$ cat config.mk
export PLATFORM = sky130hd
export DESIGN_NAME = rtc_match_timer
export DESIGN_NICKNAME = d
export VERILOG_FILES = /design/src/rtl/rtc_match_pkg.sv /design/src/rtl/rtc_tick_sync.sv /design/src/rtl/rtc_cfg_regs.sv /design/src/rtl/rtc_count_core.sv /design/src/rtl/rtc_irq_ctrl.sv /design/src/rtl/rtc_match_timer.sv
export SDC_FILE = /design/constraint.sdc
export NUM_CORES = 1
export LEC_CHECK = 0
export BUFFER_PORTS_ARGS = -buffer_cell sky130_fd_sc_hd__buf_4
export CORE_AREA = 4 4 116 118
export DETAILED_ROUTE_END_ITERATION = 16
export DIE_AREA = 0 0 120 122
export HOLD_SLACK_MARGIN = 0.1
export PLACE_DENSITY_LB_ADDON = 0.05
export RECOVER_POWER = 25
export SLEW_MARGIN = 5
export SYNTH_ARGS = -nofsm -noshare
export SYNTH_HDL_FRONTEND = slang
export SYNTH_SLANG_ARGS = --single-unit
$ cat constraint.sdc
create_clock -name clk -period 2.3 [get_ports clk]
set_input_delay 0.115 -clock clk [delete_from_list [all_inputs] [get_ports clk]]
set_output_delay 0.115 -clock clk [all_outputs]
set_load 0.1 [all_outputs]
$ cat src/rtl/rtc_match_pkg.sv
package rtc_match_pkg;
  localparam int unsigned CNT_W = 32;

  typedef struct packed {
    logic run;
    logic rtc_mode;
    logic stall_en;
  } rtc_ctl_t;
endpackage

$ cat src/rtl/rtc_tick_sync.sv
module rtc_tick_sync #(
  parameter int unsigned STAGES = 2
) (
  input  logic clk,
  input  logic rst_n,
  input  logic tick_in,
  output logic tick_pulse
);
  // Synchronizer stages followed by one history flop for edge detection.
  localparam int unsigned LAST = STAGES;

  logic [LAST:0] sr_q;

  generate
    if (STAGES < 2) begin : g_bad
      initial $error("rtc_tick_sync: STAGES must be at least 2");
    end
  endgenerate

  always_ff @(posedge clk or negedge rst_n) begin
    if (!rst_n) sr_q <= '0;
    else        sr_q <= {sr_q[LAST-1:0], tick_in};
  end

  assign tick_pulse = sr_q[LAST-1] & ~sr_q[LAST];
endmodule

$ cat src/rtl/rtc_cfg_regs.sv
module rtc_cfg_regs
  import rtc_match_pkg::*;
#(
  parameter int unsigned W = CNT_W
) (
  input  logic         clk,
  input  logic         rst_n,
  input  logic         ctl_we,
  input  rtc_ctl_t     ctl_d,
  input  logic         match_we,
  input  logic [W-1:0] match_d,
  input  logic         mask_we,
  input  logic         mask_d,
  output rtc_ctl_t     ctl_q,
  output logic [W-1:0] match_q,
  output logic         mask_q
);
  // Everything except the run bit and the mask is locked while running.
  logic unlocked;
  assign unlocked = ~ctl_q.run;

  always_ff @(posedge clk or negedge rst_n) begin
    if (!rst_n) begin
      ctl_q   <= '0;
      match_q <= '0;
      mask_q  <= 1'b0;
    end else begin
      if (ctl_we) begin
        ctl_q.run <= ctl_d.run;
        if (unlocked) begin
          ctl_q.rtc_mode <= ctl_d.rtc_mode;
          ctl_q.stall_en <= ctl_d.stall_en;
        end
      end
      if (match_we && unlocked) match_q <= match_d;
      if (mask_we)              mask_q  <= mask_d;
    end
  end
endmodule

$ cat src/rtl/rtc_count_core.sv
module rtc_count_core
  import rtc_match_pkg::*;
#(
  parameter int unsigned W = CNT_W
) (
  input  logic         clk,
  input  logic         rst_n,
  input  rtc_ctl_t     ctl,
  input  logic         tick_pulse,
  input  logic         stall_in,
  input  logic         load_we,
  input  logic [W-1:0] load_d,
  input  logic [W-1:0] match_val,
  output logic [W-1:0] count_q,
  output logic         hit
);
  logic         frozen;
  logic         advance;
  logic [W-1:0] count_inc;

  assign frozen    = ctl.stall_en & stall_in;
  assign advance   = ctl.run & ctl.rtc_mode & tick_pulse & ~frozen;
  assign count_inc = count_q + W'(1);   // natural wrap at all-ones
  assign hit       = advance && (count_inc == match_val);

  always_ff @(posedge clk or negedge rst_n) begin
    if (!rst_n)                   count_q <= '0;
    else if (load_we && !ctl.run) count_q <= load_d;
    else if (advance)             count_q <= count_inc;
  end
endmodule

$ cat src/rtl/rtc_irq_ctrl.sv
module rtc_irq_ctrl (
  input  logic clk,
  input  logic rst_n,
  input  logic hit,
  input  logic clr,
  input  logic mask,
  output logic status_q,
  output logic irq
);
  // A new match wins over a simultaneous clear.
  always_ff @(posedge clk or negedge rst_n) begin
    if (!rst_n)   status_q <= 1'b0;
    else if (hit) status_q <= 1'b1;
    else if (clr) status_q <= 1'b0;
  end

  assign irq = status_q & mask;
endmodule

$ cat src/rtl/rtc_match_timer.sv
module rtc_match_timer
  import rtc_match_pkg::*;
#(
  parameter int unsigned W           = CNT_W,
  parameter int unsigned SYNC_STAGES = 2
) (
  input  logic         clk,
  input  logic         rst_n,
  input  logic         tick_in,
  input  logic         stall_in,
  input  logic         ctl_we,
  input  logic         ctl_en_d,
  input  logic         ctl_rtc_en_d,
  input  logic         ctl_stall_en_d,
  input  logic         load_we,
  input  logic [W-1:0] load_d,
  input  logic         match_we,
  input  logic [W-1:0] match_d,
  input  logic         mask_we,
  input  logic         mask_d,
  input  logic         int_clr,
  output logic         ctl_en_o,
  output logic         ctl_rtc_en_o,
  output logic         ctl_stall_en_o,
  output logic [W-1:0] match_o,
  output logic         mask_o,
  output logic [W-1:0] count_o,
  output logic         raw_status_o,
  output logic         irq_o
);
  rtc_ctl_t     ctl_wr;
  rtc_ctl_t     ctl_q;
  logic [W-1:0] match_q;
  logic         mask_q;
  logic         tick_pulse;
  logic         hit;

  assign ctl_wr = '{run: ctl_en_d, rtc_mode: ctl_rtc_en_d, stall_en: ctl_stall_en_d};

  rtc_tick_sync #(.STAGES(SYNC_STAGES)) u_sync (
    .clk        (clk),
    .rst_n      (rst_n),
    .tick_in    (tick_in),
    .tick_pulse (tick_pulse)
  );

  rtc_cfg_regs #(.W(W)) u_cfg (
    .clk      (clk),
    .rst_n    (rst_n),
    .ctl_we   (ctl_we),
    .ctl_d    (ctl_wr),
    .match_we (match_we),
    .match_d  (match_d),
    .mask_we  (mask_we),
    .mask_d   (mask_d),
    .ctl_q    (ctl_q),
    .match_q  (match_q),
    .mask_q   (mask_q)
  );

  rtc_count_core #(.W(W)) u_core (
    .clk        (clk),
    .rst_n      (rst_n),
    .ctl        (ctl_q),
    .tick_pulse (tick_pulse),
    .stall_in   (stall_in),
    .load_we    (load_we),
    .load_d     (load_d),
    .match_val  (match_q),
    .count_q    (count_o),
    .hit        (hit)
  );

  rtc_irq_ctrl u_irq (
    .clk      (clk),
    .rst_n    (rst_n),
    .hit      (hit),
    .clr      (int_clr),
    .mask     (mask_q),
    .status_q (raw_status_o),
    .irq      (irq_o)
  );

  assign ctl_en_o       = ctl_q.run;
  assign ctl_rtc_en_o   = ctl_q.rtc_mode;
  assign ctl_stall_en_o = ctl_q.stall_en;
  assign match_o        = match_q;
  assign mask_o         = mask_q;
endmodule

Yosys cells after proc, flatten, opt, wreduce, memory -nomap -nowiden --
Index checks and enable logic that the tools add are counted.
Storage, ports and cells: bits in registers 72
Cells by class: eq/ne operators 1, reduce and logical (&&, ||, !) cells 7, mux-type cells 4, $add $sub $neg 1, bitwise operators 9
Operator list (count):
- 32-bit 2-to-1 mux | 2
- 32-bit by 1-bit adder with 32-bit output, second input constant | 1
- 32-bit equality test | 1
- 1-bit AND | 6
- 2-bit nonzero test | 2
- 1-bit logical AND | 3
- 1-bit inverter | 3
- 1-bit 2-to-1 mux | 2
- 2-bit AND reduction | 1
- 1-bit zero test | 1

Logic depth before layout (Yosys ltp) --
Gate-level depths: netlist (run 1).
depth after elaboration 6, gate-level depth with buffers 9, mapped depth without buffers 8

Hierarchy --
A second synthesis (run 1) with hierarchy kept.
Unflattened totals: cells, all modules 448, area total of the unflattened synthesis 4556.9 um^2
Modules (own cells, without submodules):
- rtc_count_core | instances 1, sequential area each 800.8 um^2, area each 2922.8 um^2, cells an instance 362
- rtc_cfg_regs | instances 1, sequential area each 900.9 um^2, area each 1502.7 um^2, cells an instance 78
- rtc_tick_sync | instances 1, sequential area each 75.1 um^2, area each 88.8 um^2, cells an instance 4
- rtc_irq_ctrl | instances 1, sequential area each 25.0 um^2, area each 42.5 um^2, cells an instance 4

Worst setup path before layout (run 1) --
OpenSTA, ideal clock, no wires.
kind register to register, start point register u_core.count_q[3], end point register u_irq.status_q, arrival time 3164 ps, required time 2204 ps, setup slack -960 ps, period minus slack after synthesis 3260 ps, stages on the path, launching flop included 10, setup time 96 ps, cells stage by stage dfrtp_1 buf_2 and4_1 clkbuf_1 nand3_1 or4_1 xnor2_1 nor4_1 nand4_1 o32ai_2
On the way: word-level cells in the longest chain between the ends 4, elaborated cells between the ends (all ways) 5
Ends and longest elaborated chain:
- start, declared | RTL line rtc_count_core.sv:14 | output logic [W-1:0] count_q,
- start signal, assigned | RTL line rtc_count_core.sv:28 | else if (load_we && !ctl.run) count_q <= load_d;
- start signal, assigned | RTL line rtc_count_core.sv:29 | else if (advance) count_q <= count_inc;
- 32-bit by 1-bit adder with 32-bit output (*) | RTL line rtc_count_core.sv:23 | assign count_inc = count_q + W'(1);
- 32-bit equality test (*) | RTL line rtc_count_core.sv:24 | assign hit = advance && (count_inc == match_val);
- 1-bit logical AND (*) | RTL line rtc_count_core.sv:24
- 1-bit 2-to-1 mux or 2-bit nonzero test (tied branches)
- end signal, assigned | RTL line rtc_irq_ctrl.sv:12 | if (!rst_n) status_q <= 1'b0;
- end signal, assigned | RTL line rtc_irq_ctrl.sv:13 | else if (hit) status_q <= 1'b1;
- end signal, assigned | RTL line rtc_irq_ctrl.sv:14 | else if (clr) status_q <= 1'b0;
- end, declared | RTL line rtc_irq_ctrl.sv:7 | output logic status_q,
Mark *: on every way between the ends. The rest lies on a longest branch, timed or not. A chain may end at the register's enable or synchronous reset.

Final worst setup path (run 1) --
start point register u_core.count_q[5], end point register u_irq.status_q
Same word-level chain as after synthesis.

==> key figures, run 1 <==
Outcome
  • Status: finished, violations left
  • Violated checks: negative setup slack

Logic synthesis
  • Ys async rst share: 100.0%
  • Syn Area/Cell: 9.914 um^2
  • Cell taking the most area after synthesis: dfrtp_1
  • Post-Syn Instances: 434
  • Top cells by area, synth: dfrtp_1 42%, mux2_2 9.4%, xnor2_1 6.5%
  • Seq/Total Area, Yosys: 41.87%
  • Most frequent cell after synthesis: dfrtp_1
  • Primary FF master, synth: dfrtp_1
  • Synth Cell Area: 4303 um^2
  • Post-synth cell types: 50
  • Post-synth EDFFs: 0
  • Syn Nets: 512
  • Flops & latches, synth: 72
  • Top cells by count, synth: 72 x dfrtp_1, 36 x mux2_2, 36 x nand2_1
  • Top cell type's share of synthesized area: 41.87%
  • Yosys synthesis warning count: 0

Worst setup path
  • CP required: 2550 ps
  • CP Launch Type: flop
  • Critical path's largest stage delay: 470 ps
  • CP Max Fanout: 6
  • Cells traversed along the worst timing path: nand4_4 -> buf_4 -> or4_4 -> nor4_4 -> xnor2_1 -> nor4_1 -> nand4_1 -> o32ai_2
  • Crit-path leading delay family: simple AND/OR/NAND/NOR gates
  • CP Data Arrival Time: 2580 ps
  • Worst setup path class: reg -> reg
  • Critical path's slowest cell: or4_4
  • WP buf/inv: 1
  • CP endpoint kind: flop

Clock network
  • Clk sinks: 72
  • Inserted Clock Buffers: 9
  • Worst skew pair latency: 340 ps
  • Root buffer cell: clkbuf_16
  • H-tree levels: 3
  • CTS Buffer Depth: 2
  • TritonCTS clock tree: yes
  • Clock slew at reported path FFs: 60 ps

STA
  • Clock skew: 6.564 ps
  • Setup TNS Final: -53.62 ps
  • Slew margin rel.: 35.86%
  • Pins over their slew limit: 0
  • Final setup vio count: 2
  • Pin slew with the least headroom to its limit: 962.1 ps
  • Period minus WS final: 2332 ps
  • Fin. Hold Viols: 0
  • Fin Hold WS: 244.8 ps
  • RSZ-0062 raised after global routing: yes
  • Fin worst setup slack: -32.21 ps
  • Maximum clock frequency: 0.4288 GHz
  • Final Cycle Share: 101.4%

Floorplanning
  • Num ports: 147
  • Core Rows: 41
  • Initial Util: 34.52%
  • Die width: 120 um
  • Die area: 14640 um^2
  • Chip height: 122 um
  • Core box area: 12470 um^2

Routing
  • Total via count in the routed design: 4532
  • Remaining antenna violation count: 0
  • Pre-antenna DRT Iters: 5
  • Initial DRC Count: 298
  • DRT Wirelength: 15450 um
  • Routed wire per std cell: 17.22 um
  • DRC viols: 0
  • Vias/cell: 5.052

Placement
  • PortBufs: 146
  • Placed Cells: 789
  • Detail Placement HPWL: 11140 um
  • Routability cong.: 0.8933

Global routing
  • Largest net degree at the start of global routing: 42
  • Vias in the first global route: 4734
  • Antenna violations before repair: 0
  • Total grt overflow: 0
  • First-pass GRT wire length: 24630 um
  • Total track usage: 21.66%

Pwr
  • PD cells: 954.6 nW/um^2
  • LEAKAGE: 3.241 nW
  • VDD IR-drop max: 0.6605 mV
  • Pwr Total: 7.114 mW

Cells and area
  • Antenna Cells: 0
  • Layout area overhead: 73.19%
  • Final core area utilization: 59.78%
  • Final net count: 798
  • Ratio of cells with drive above 1 in the final layout: 48.14%
  • Non-filler cells, final: 897

Job
  • Max cap viols: 0

Worst hold path
  • HP Class: in -> reg
==> cell usage in the layout, fill, tap and decap left out, drive strengths merged, types with 3 or more instances in the layout <==
cell type    instances
a21o                 3
nand4               11
nor3                13
xnor2               32
a221o               15
a22oi                3
or3                  3
nand3               17
clkbuf              15
or4                  3
o311ai               6
mux2                36
nor3b                4
o21ai               30
buf                231
a31oi                8
nand2               36
and3                 5
inv                  6
and4                 8
xor2                17
a21oi               17
dlygate4sd3         73
nor2b                3
a2111oi              3
dfrtp               72
nor2                20
and2                 3
nor4                13
==> what timing repair did <==
action / 4_1_cts / 5_1_grt
pin swaps: 13 / 9
buffers inserted: 16 / 4
hold buffers: 73 / 0
endpoints found under the setup margin: 1 / 4
resized for setup: 23 / 8
endpoints found under the hold margin: 101 / 0
==> power by group <==
group | switching (mW) | leakage (nW) | internal (mW)
combinational | 2.66 | 2.26 | 1.17
clock | 0.535 | 0.150 | 0.896
sequential | 0.296 | 0.827 | 1.56
==> worst reg2reg max path, delay by kind of cell, from the launching register on <==
| family | cells | cell delay, ps |
|---|---|---|
| and+or+nand+nor | 5 | 1240 |
| DFF | 1 | 440 |
| AOI/OAI and AO/OA | 1 | 270 |
| buffers and inverters | 1 | 180 |
| xor gates and xnor gates | 1 | 120 |
==> layout make-up <==
type                            count  area (um^2)
Sequential cell                    72         1881
Tap cell                          172        215.2
Fill cell                        1076         5014
Clock inverter                      3        40.04
Timing Repair Buffer              306         2486
Multi-Input combinational cell    325         2547
Inverter                            6        22.52
Clock buffer                       13        260.3
==> stage by stage <==
stage	instance area, um^2	setup slack (ps)
5_1_grt	7452	-186.2
4_1_cts	7391	-30.80
3_3_place_gp	6133	-270.9
2_1_floorplan	4456	-284.7
6_report	7452	-32.21
3_5_place_dp	6133	-264.2
==> cell families (layout without fill, tap and decap cells) <==
family / count (synthesis) / after routing / share of synthesized area, %
AND/OR/NAND/NOR: 144 / 144 / 19.08
AO/OA/AOI/OAI: 92 / 92 / 14.71
flip-flops: 72 / 72 / 41.87
XOR/XNOR: 50 / 50 / 10.50
multiplexers: 38 / 38 / 9.887
buffers and inverters: 37 / 328 / 3.664
adder cells (fa/ha/maj): 1 / 1 / 0.2907
==> sequential cells by signal (all words and copies together) (netlist names) <==
register,flops
u_core.count_q,32
u_cfg.match_q,32
u_sync.sr_q,3
u_cfg.ctl_q,3
u_irq.status_q,1
u_cfg.mask_q,1
==> metal layers <==
metal	wire length [um]	global-route usage, %	vias up
li1	-	-	2190
met1	7121	29.19	2179
met2	7108	34.32	146
met3	913	4.921	17
met4	301	7.659	0
met5	0	0	-
==> worst paths after layout <==
check / start / endpoint / slack, ps / cells past startpoint
worst max-delay path: u_core.count_q[5] / u_irq.status_q / -30 / 8
worst min-delay path: ctl_we / u_cfg.ctl_q[1] / 240 / 3
worst max register to register: u_core.count_q[5] / u_irq.status_q / -30 / 8
worst min register to register: u_sync.sr_q[0] / u_sync.sr_q[1] / 350 / 0
max in group asynchronous: rst_n / u_core.count_q[14] / 340 / 3
min in group asynchronous: rst_n / u_cfg.match_q[4] / 400 / 2
No activity file was read; power rests on OpenSTA's default activity.
==> run 2: changes to the inputs <==
- GPL_TIMING_DRIVEN: unset -> 0
==> key figures, run 2 (same netlist as run 1, synthesis figures left out) <==
Outcome
  • Status: finished, violations left
  • Violated checks: negative setup slack

Floorplanning
  • Initial Util: 34.52%
  • Chip height: 122 um
  • Core box area: 12470 um^2
  • Die area: 14640 um^2
  • Die width: 120 um
  • Core Rows: 41
  • Num ports: 147

Worst setup path
  • Crit-path leading delay family: simple AND/OR/NAND/NOR gates
  • CP most frequent cell: nand3_2
  • Worst setup path class: reg -> reg
  • CP startpoint: u_core.count_q[0]
  • CP endpoint kind: flop
  • CP required: 2550 ps
  • CP Launch Type: flop
  • WP buf/inv: 1
  • Cells traversed along the worst timing path: ha_4 -> nand3_2 -> nor4_4 -> buf_6 -> nand3_2 -> xnor2_2 -> a2111oi_4 -> nand4_1 -> o32ai_2
  • Critical path's largest stage delay: 460 ps
  • R2R Path Start: u_core.count_q[0]
  • CP Data Arrival Time: 2680 ps
  • Critical path's slowest cell: dfrtp_4
  • CP Max Fanout: 7

Global routing
  • Antenna violations before repair: 0
  • Vias in the first global route: 4568
  • Total grt overflow: 0
  • Largest net degree at the start of global routing: 73
  • Total track usage: 22.20%
  • First-pass GRT wire length: 25180 um

Placement
  • PortBufs: 146
  • Detail Placement HPWL: 10870 um
  • Placed Cells: 752
  • Routability cong.: 0.8720
  • Place WS: -670.2 ps
  • Dpl cell area: 5767 um^2

Routing
  • Routed wire per std cell: 18.68 um
  • Pre-antenna DRT Iters: 6
  • Remaining antenna violation count: 0
  • DRC viols: 0
  • Vias/cell: 5.210
  • Total via count in the routed design: 4517
  • Initial DRC Count: 337
  • DRT Wirelength: 16200 um

Pwr
  • Internal: 3.325 mW
  • Sequential share of power: 28.0%
  • Switching power total: 3.469 mW
  • LEAKAGE: 2.847 nW
  • Clock power share: 19.7%
  • Pwr Total: 6.794 mW
  • Net Sw Frac: 51.06%
  • PD cells: 967.1 nW/um^2
  • VDD IR-drop max: 0.5454 mV
  • Logic pwr share: 52.4%

Clock network
  • Worst skew pair latency: 340 ps
  • CTS Buffer Depth: 2
  • H-tree levels: 3
  • Clock slew at reported path FFs: 50 ps
  • Root buffer cell: clkbuf_16
  • Inserted Clock Buffers: 9
  • Clk sinks: 72
  • TritonCTS clock tree: yes

STA
  • Fin Hold WS: 251.1 ps
  • Final Cycle Share: 105.9%
  • Fin. Hold Viols: 0
  • Final setup vio count: 1
  • Slew margin rel.: 21.10%
  • RSZ-0062 raised after global routing: yes
  • Clock skew: 5.069 ps
  • Pin slew with the least headroom to its limit: 1189 ps
  • Pins over their slew limit: 0
  • Period minus WS final: 2436 ps
  • Fin worst setup slack: -135.6 ps
  • Maximum clock frequency: 0.4106 GHz

Cells and area
  • Most frequent cells in the layout: 128 x buf_4, 73 x dlygate4sd3_1, 67 x clkbuf_1
  • Ratio of cells with drive above 1 in the final layout: 36.98%
  • Antenna Cells: 0
  • Top flop regs: u_cfg.match_q: 32 flops, u_core.count_q: 32 flops
  • Design area: 7025 um^2
  • Final net count: 769
  • Non-filler cells, final: 867
  • Layout area overhead: 63.27%
  • Most common cell after layout, fill and taps aside: buf_4

Worst hold path
  • HP Class: in -> reg
  • Min-delay src: ctl_we

Job
  • Max cap viols: 0
[run 2: layout make-up]
| class | count | area, um^2 |
|---|---|---|
| inverter | 6 | 22.52 |
| sequential | 72 | 1879 |
| clock buffer | 15 | 277.8 |
| buffer | 25 | 161.4 |
| fill | 1147 | 5440 |
| timing repair buffer | 252 | 1923 |
| tap | 172 | 215.2 |
| multi-input combinational | 325 | 2546 |
[run 2: metal layers]
layer  routed length (um)  global-route usage (%)
met4                  360                   8.304
met3                  982                   3.853
met5                    0                       0
met1                 7255                   30.29
met2                 7598                   35.41
[run 2: worst min-delay path: stages]
cell,delay [ps]
buf_4,80
nor2b_1,180
mux2_2,170
[run 2: repair_timing]
action	in CTS	in global routing
resized for setup	35	10
cloned	0	0
pin swaps	21	6
hold endpoints to repair	142	0
setup endpoints to repair	13	3
hold buffers	73	0
buffers inserted	24	9
[run 2: stage by stage]
stage / utilization (%) / TNS [ps]
2_1_floorplan: - / -304.8
3_3_place_gp: 46.26 / -2369
3_5_place_dp: 46.26 / -2544
4_1_cts: 57.09 / -181.2
5_1_grt: 56.36 / -351.6
6_report: 56.36 / -135.6
[run 2: worst paths after layout]
path	to	slack, ps	depth (start not counted)
hold / removal	u_cfg.ctl_q[1]	250	3
min in group asynchronous	u_cfg.match_q[6]	460	2
max in group asynchronous	u_core.count_q[8]	1070	2
hold reg to reg	u_sync.sr_q[1]	370	0
setup reg to reg	u_irq.status_q	-140	9
setup / recovery	u_irq.status_q	-140	9
[run 2: power groups by stage]
stage	logic [mW]	registers [mW]	clock network [mW]
after floorplan	0.878	3.58	0
after global placement	3.39	1.91	0
after detailed placement	3.41	1.92	0
after CTS	3.65	1.90	1.37
after global routing	3.71	1.94	1.42
final	3.56	1.90	1.34
